### src/rtl/rsc_pkg.sv
package rsc_pkg;
  localparam int CAUSE_W   = 8;
  localparam int BIT_PIN   = 0;
  localparam int BIT_WDOG  = 3;
  localparam int BIT_CMP   = 5;
  localparam int BIT_FLASH = 6;
  localparam logic [CAUSE_W-1:0] CAUSE_MASK =
    (8'(1) << BIT_PIN) | (8'(1) << BIT_WDOG) | (8'(1) << BIT_CMP) | (8'(1) << BIT_FLASH);

  typedef enum logic [1:0] {SRC_NONE, SRC_CMP, SRC_WDOG, SRC_FLASH} src_e;

  // priority: flash over watchdog over comparator
  function automatic src_e pick_src(logic fl, logic wd, logic cp);
    if (fl)      return SRC_FLASH;
    else if (wd) return SRC_WDOG;
    else if (cp) return SRC_CMP;
    else         return SRC_NONE;
  endfunction

  function automatic logic [CAUSE_W-1:0] src_flag(src_e s);
    logic [CAUSE_W-1:0] f;
    f = '0;
    case (s)
      SRC_FLASH: f[BIT_FLASH] = 1'b1;
      SRC_WDOG:  f[BIT_WDOG]  = 1'b1;
      SRC_CMP:   f[BIT_CMP]   = 1'b1;
      default:   f[BIT_PIN]   = 1'b1;
    endcase
    return f;
  endfunction
endpackage

### src/rtl/rsc_wdog.sv
module rsc_wdog #(
  parameter int DIV   = 12,
  parameter int TICKS = 8
) (
  input  logic clk,
  input  logic rst_n,
  input  logic sys_rst,
  input  logic kick,
  input  logic stop,
  output logic on_o,
  output logic expire_o
);
  localparam int PW = (DIV > 1) ? $clog2(DIV) : 1;
  localparam int TW = (TICKS > 1) ? $clog2(TICKS) : 1;
  localparam logic [PW-1:0] P_LAST = PW'(DIV - 1);
  localparam logic [TW-1:0] T_LAST = TW'(TICKS - 1);

  logic [PW-1:0] presc_q;
  logic [TW-1:0] tick_q;
  logic          on_q;
  logic          tick_w;
  logic          last_w;

  function automatic logic wd_fires(logic on, logic k, logic s, logic t, logic l);
    return on && !k && !s && t && l;
  endfunction

  assign tick_w   = (presc_q == P_LAST);
  assign last_w   = (tick_q == T_LAST);
  assign expire_o = !sys_rst && wd_fires(on_q, kick, stop, tick_w, last_w);
  assign on_o     = on_q;

  always_ff @(posedge clk or negedge rst_n) begin
    if (!rst_n) begin
      on_q    <= 1'b1;
      presc_q <= '0;
      tick_q  <= '0;
    end else if (sys_rst) begin
      on_q    <= 1'b1;
      presc_q <= '0;
      tick_q  <= '0;
    end else if (stop) begin
      on_q    <= 1'b0;
      presc_q <= '0;
      tick_q  <= '0;
    end else if (kick) begin
      presc_q <= '0;
      tick_q  <= '0;
    end else if (on_q) begin
      presc_q <= tick_w ? '0 : presc_q + 1'b1;
      if (tick_w) tick_q <= last_w ? '0 : tick_q + 1'b1;
    end
  end

  // a stopped watchdog only restarts through a reset
  a_r6_stays_off: assert property (@(posedge clk) disable iff (!rst_n)
    (!on_q && !sys_rst) |=> !on_q);
endmodule

### src/rtl/rsc_stretch.sv
module rsc_stretch #(
  parameter int HOLD = 16
) (
  input  logic clk,
  input  logic rst_n,
  input  logic start,
  output logic busy_o
);
  localparam int CW = $clog2(HOLD + 1);
  localparam logic [CW-1:0] FULL = CW'(HOLD);

  logic [CW-1:0] cnt_q;

  assign busy_o = (cnt_q != '0);

  always_ff @(posedge clk or negedge rst_n) begin
    if (!rst_n)      cnt_q <= FULL;
    else if (busy_o) cnt_q <= cnt_q - 1'b1;
    else if (start)  cnt_q <= FULL;
  end

  // no early release while more than one hold cycle remains
  a_r9_no_early_drop: assert property (@(posedge clk) disable iff (!rst_n)
    (cnt_q > CW'(1)) |=> busy_o);
endmodule

### src/rtl/rsc_flags.sv
module rsc_flags
  import rsc_pkg::*;
(
  input  logic               clk,
  input  logic               rst_n,
  input  logic               accept,
  input  src_e               src,
  output logic [CAUSE_W-1:0] cause_o
);
  always_ff @(posedge clk or negedge rst_n) begin
    if (!rst_n)      cause_o <= src_flag(SRC_NONE);
    else if (accept) cause_o <= src_flag(src);
  end
endmodule

### src/rtl/rst_source_ctrl.sv
module rst_source_ctrl
  import rsc_pkg::*;
#(
  parameter int HOLD     = 16,
  parameter int WD_DIV   = 12,
  parameter int WD_TICKS = 8
) (
  input  logic       clk,
  input  logic       pin_rst_n,
  input  logic       cmp_below,
  input  logic       cmp_rst_en,
  input  logic       wd_kick,
  input  logic       wd_off,
  input  logic       flash_err,
  output logic       sys_rst,
  output logic [7:0] rst_cause
);
  logic wd_on;
  logic wd_expire;
  logic cmp_req;
  src_e src_w;
  logic accept_w;

  assign cmp_req  = cmp_rst_en && cmp_below;
  assign src_w    = pick_src(flash_err, wd_expire, cmp_req);
  assign accept_w = !sys_rst && (src_w != SRC_NONE);

  rsc_wdog #(.DIV(WD_DIV), .TICKS(WD_TICKS)) i_wdog (
    .clk(clk), .rst_n(pin_rst_n), .sys_rst(sys_rst),
    .kick(wd_kick), .stop(wd_off), .on_o(wd_on), .expire_o(wd_expire)
  );

  rsc_stretch #(.HOLD(HOLD)) i_stretch (
    .clk(clk), .rst_n(pin_rst_n), .start(accept_w), .busy_o(sys_rst)
  );

  rsc_flags i_flags (
    .clk(clk), .rst_n(pin_rst_n), .accept(accept_w), .src(src_w), .cause_o(rst_cause)
  );

  // exactly one cause flag
  a_r10_single_flag: assert property (@(posedge clk) disable iff (!pin_rst_n)
    $countones(rst_cause) == 1);
  // unused bits stay clear
  a_r12_unused_zero: assert property (@(posedge clk) disable iff (!pin_rst_n)
    (rst_cause & ~CAUSE_MASK) == 8'h00);
  // cause frozen while reset is held
  a_r11_frozen: assert property (@(posedge clk) disable iff (!pin_rst_n)
    ($past(sys_rst) && sys_rst) |-> $stable(rst_cause));
  // reset rises only after an accepted request
  a_r9_rise_cause: assert property (@(posedge clk) disable iff (!pin_rst_n)
    $rose(sys_rst) |-> $past(accept_w));
  // watchdog running as reset drops
  a_r7_wd_running: assert property (@(posedge clk) disable iff (!pin_rst_n)
    $fell(sys_rst) |-> wd_on);
endmodule

### config.mk
export PLATFORM = sky130hd
export DESIGN_NAME = rst_source_ctrl
export DESIGN_NICKNAME = d
export VERILOG_FILES = /design/src/rtl/rsc_pkg.sv /design/src/rtl/rsc_wdog.sv /design/src/rtl/rsc_stretch.sv /design/src/rtl/rsc_flags.sv /design/src/rtl/rst_source_ctrl.sv
export SDC_FILE = /design/constraint.sdc
export NUM_CORES = 1
export LEC_CHECK = 0
export CORE_ASPECT_RATIO = 0.8
export CORE_MARGIN = 4
export CORE_UTILIZATION = 54
export DETAILED_ROUTE_END_ITERATION = 6
export PLACE_DENSITY = 0.82
export SLEW_MARGIN = 20
export SYNTH_ARGS = -nofsm -noshare
export SYNTH_HDL_FRONTEND = slang
export SYNTH_SLANG_ARGS = --single-unit
### constraint.sdc
create_clock -name clk -period 2.5 [get_ports clk]
set_input_delay 0.75 -clock clk [delete_from_list [all_inputs] [get_ports clk]]
set_output_delay 0.75 -clock clk [all_outputs]
set_load 0.01 [all_outputs]
==> results of run 1 <==
[sequential cells by signal (all words and copies together), names as in the netlist]
register and cells:
i_flags.cause_o 4, i_stretch.cnt_q 5, i_wdog.presc_q 4, i_wdog.tick_q 3
i_wdog.on_o 1
[worst max path at each step]
stage | from | endpoint | slack (ns) | cells after the start
2_1_floorplan | i_stretch.cnt_q[0]$_DFFE_PN0P_ | sys_rst | 0.62 | 4
3_3_place_gp | i_stretch.cnt_q[0]$_DFFE_PN0P_ | sys_rst | 0.32 | 5
3_5_place_dp | i_stretch.cnt_q[0]$_DFFE_PN0P_ | sys_rst | 0.26 | 5
4_1_cts | i_stretch.cnt_q[0]$_DFFE_PN0P_ | sys_rst | 0.13 | 5
5_1_grt | i_stretch.cnt_q[1]$_DFFE_PN0P_ | sys_rst | 0.006 | 5
6_report | i_stretch.cnt_q[0]$_DFFE_PN0P_ | sys_rst | 0.13 | 5
[repair_timing]
| item | 4_1_cts | 5_1_grt |
|---|---|---|
| setup endpoints to repair | 1 | 0 |
| setup buffers | 0 | 0 |
| endpoints found under the hold margin | 0 | 0 |
| resized for setup | 1 | 0 |
| hold buffers | 0 | 0 |
[metrics by stage]
stage	worst slack (ns)	hold WS, ns
2_1_floorplan	0.625	0.454
3_3_place_gp	0.318	0.478
3_5_place_dp	0.262	0.485
4_1_cts	0.126	0.515
5_1_grt	0.00617	0.526
6_report	0.135	0.516
[cell type report]
| cell class | instances | share of cell area [%] |
|---|---|---|
| flip-flops and latches | 17 | 41.5 |
| multi-input cells | 62 | 39.7 |
| repair buffers | 13 | 12.0 |
| clock buffers | 4 | 2.54 |
| well taps | 21 | 2.54 |
| inverters | 5 | 1.81 |
[critical path: cells and delay by family (launching register included)]
| family | cells | cell delay (ns) |
|---|---|---|
| simple gates | 1 | 0.25 |
| buf+inv | 3 | 0.50 |
| fa+ha+maj | 1 | 0.19 |
| flops | 1 | 0.38 |
[Yosys cell counts (all sizes together), types with 3 or more instances]
library cell,n,share of area (%)
dfrtp,14,40
nand2,11,4.7
a21oi,6,3.4
o21ai,6,3.4
inv,5,2.1
nor2,5,2.1
buf,4,3.4
ha,4,5.7
dfstp,3,9.0
nor3,3,1.7
[kinds of logic after synthesis]
logic type | Yosys count
compound gates | 22
xor+xnor | 1
fa+ha+maj | 4
buf+inv | 9
flops | 17
mux | 3
other cells | 1
simple gates | 28
[power by group through the flow]
stage	combinational [mW]	clock (mW)	sequential [mW]
finish	0.238	0.147	0.391
global route	0.263	0.168	0.402
CTS	0.239	0.151	0.391
detailed placement	0.244	0	0.393
global placement	0.231	0	0.391
floorplan	0.161	0	0.386
[per-layer routing]
layer | up-vias | wire, um
met4 | 0 | 14
met3 | 2 | 123
met5 | - | 0
li1 | 328 | -
met1 | 334 | 831
met2 | 25 | 825
==> reports/metrics.cfg, run 1 <==
[pwr]
power_mw=0.776
power_frac_comb_pct=30.7
p_leak_nw=0.462
swShare_pct=32.9
ir_worst_vdd_uv=569
p_switching_mw=0.256
p_int_mw=0.521
power_density_nw_per_um2=750
p_seq_share_pct=50.4
clock_power_share_pct=18.9

[yosys]
syn_avg_cell_area_um2=10.3
synth_flop_cell=dfrtp_1
synth_compound_area_share_pct=16.3
synth_fa_ha_area_share_pct=5.71
synth.area.mux_share_pct=3.99
synth-simple-area-share_pct=18.1
synth_warnings=0
synth_top_family_by_area=simple AND/OR/NAND/NOR gates
syn_inst=85
ys_seq_area_share_pct=48.9
yosys_register_bits=17
async_reset_ff_share_pct=100
synth_xor_area_share_pct=0.999
synth_cell_type_count=30
syn-cell-area_um2=877
synth_edf_count=0

[sta]
finalCritPeriodShare_pct=94.6
fin_crit_ns=2.37
hold_violations=0
fin_skew_ns=0.00158
rsz0062_at_grt=false
slew_violations=0
tns_ns=0
setup_viol=0
fmax_mhz=423

[cells_and_area]
fin_nets=113
synthToLayoutAreaGrowth_pct=18.0
finalNonFillerCells=122
fillers=110
regArea_um2=429
multi_input_comb_area_um2=410
drive_gt1_share_pct=12.9
utilization_pct=71.0
final_cell_area_um2=1030
diodes=0
final_cell_mix=14 x dfrtp_1, 11 x nand2_1, 10 x clkdlybuf4s50_1, 6 x a21oi_1, 6 x o21ai_0
layout_commonest_cell=dfrtp_1

[cts]
htreeDepth=1
root_buffer=clkbuf_4
cts_buffers=3
clk_pin_slew_worst_paths_ns=0.09
clk-insertion-delay-late_ns=0.29
cts_tree=done
clock-sinks=17
clockBufferDepth=2

[place]
dpl.hpwl_um=1340
place_congestion=0.746
dp_cells=118
place_area_um2=1010
port_buffers=11

[floorplan]
die_h_um=44.0
core_area_um2=1460
fp-row-count=12
io_pins=16
initial_core_util_pct=60.2
die_w_um=53.1
dieArea_um2=2340

[setup_path]
reg2reg_depth=6
worstReg2RegStart=i_stretch.cnt_q[0]$_DFFE_PN0P_
rrSetupSlack_ns=0.75
criticalPathCategory=reg -> out
cpPeakStageDelay_ns=0.38
critPathCaptureType=primary output
crit_arrival_ns=1.62
cp_slowest_cell=dfrtp_1
cp_max_fo=6
cp-start-kind=flop
critical_path_required_ns=1.75
crit_chain=inv_1, ha_1, nor4b_4, inv_2, dlygate4sd2_1
r2r_end=i_flags.cause_o[6]$_DFFE_PN0P_

[min_path]
hold_class=reg -> reg
hp-start=i_flags.cause_o[3]$_DFFE_PN0P_
hold_path_end=i_flags.cause_o[3]$_DFFE_PN0P_
hold_depth=1

[detailed_routing]
drc=0
drt-pass1-iter-count=4
routed_wl_um=1790
vias_per_cell=5.65
ant_nets=0
wl_per_cell_um=14.7
vias=689
dr.first_iter.drc_count=22

[global_route]
use_met2_pct=29.5
first_global_vias=694
grt_max_degree=18
grt-ovfl-total=0
gr-usage-met3_pct=7.07
grt_pass1_wl_um=3060
grt.busiest_layer=met2
grtUsageMet1_pct=23.9
grt_usage_pct=18.5
antenna_found_initial=0

[run_status]
status=finished clean

[run]
drv_cap=0

Power figures use the tool's default switching activity.
==> run 2, diff against run 1 <==
--- a/config.mk
+++ b/config.mk
@@ -5,9 +5,11 @@
 export SDC_FILE = /design/constraint.sdc
 export NUM_CORES = 1
 export LEC_CHECK = 0
+export CAP_MARGIN = 10
 export CORE_ASPECT_RATIO = 0.8
 export CORE_MARGIN = 4
 export CORE_UTILIZATION = 54
+export CTS_CLUSTER_SIZE = 30
 export DETAILED_ROUTE_END_ITERATION = 6
 export PLACE_DENSITY = 0.82
 export SLEW_MARGIN = 20
==> results of run 2 <==
No change in the layout: final DEF, timing and power equal those of run 1.
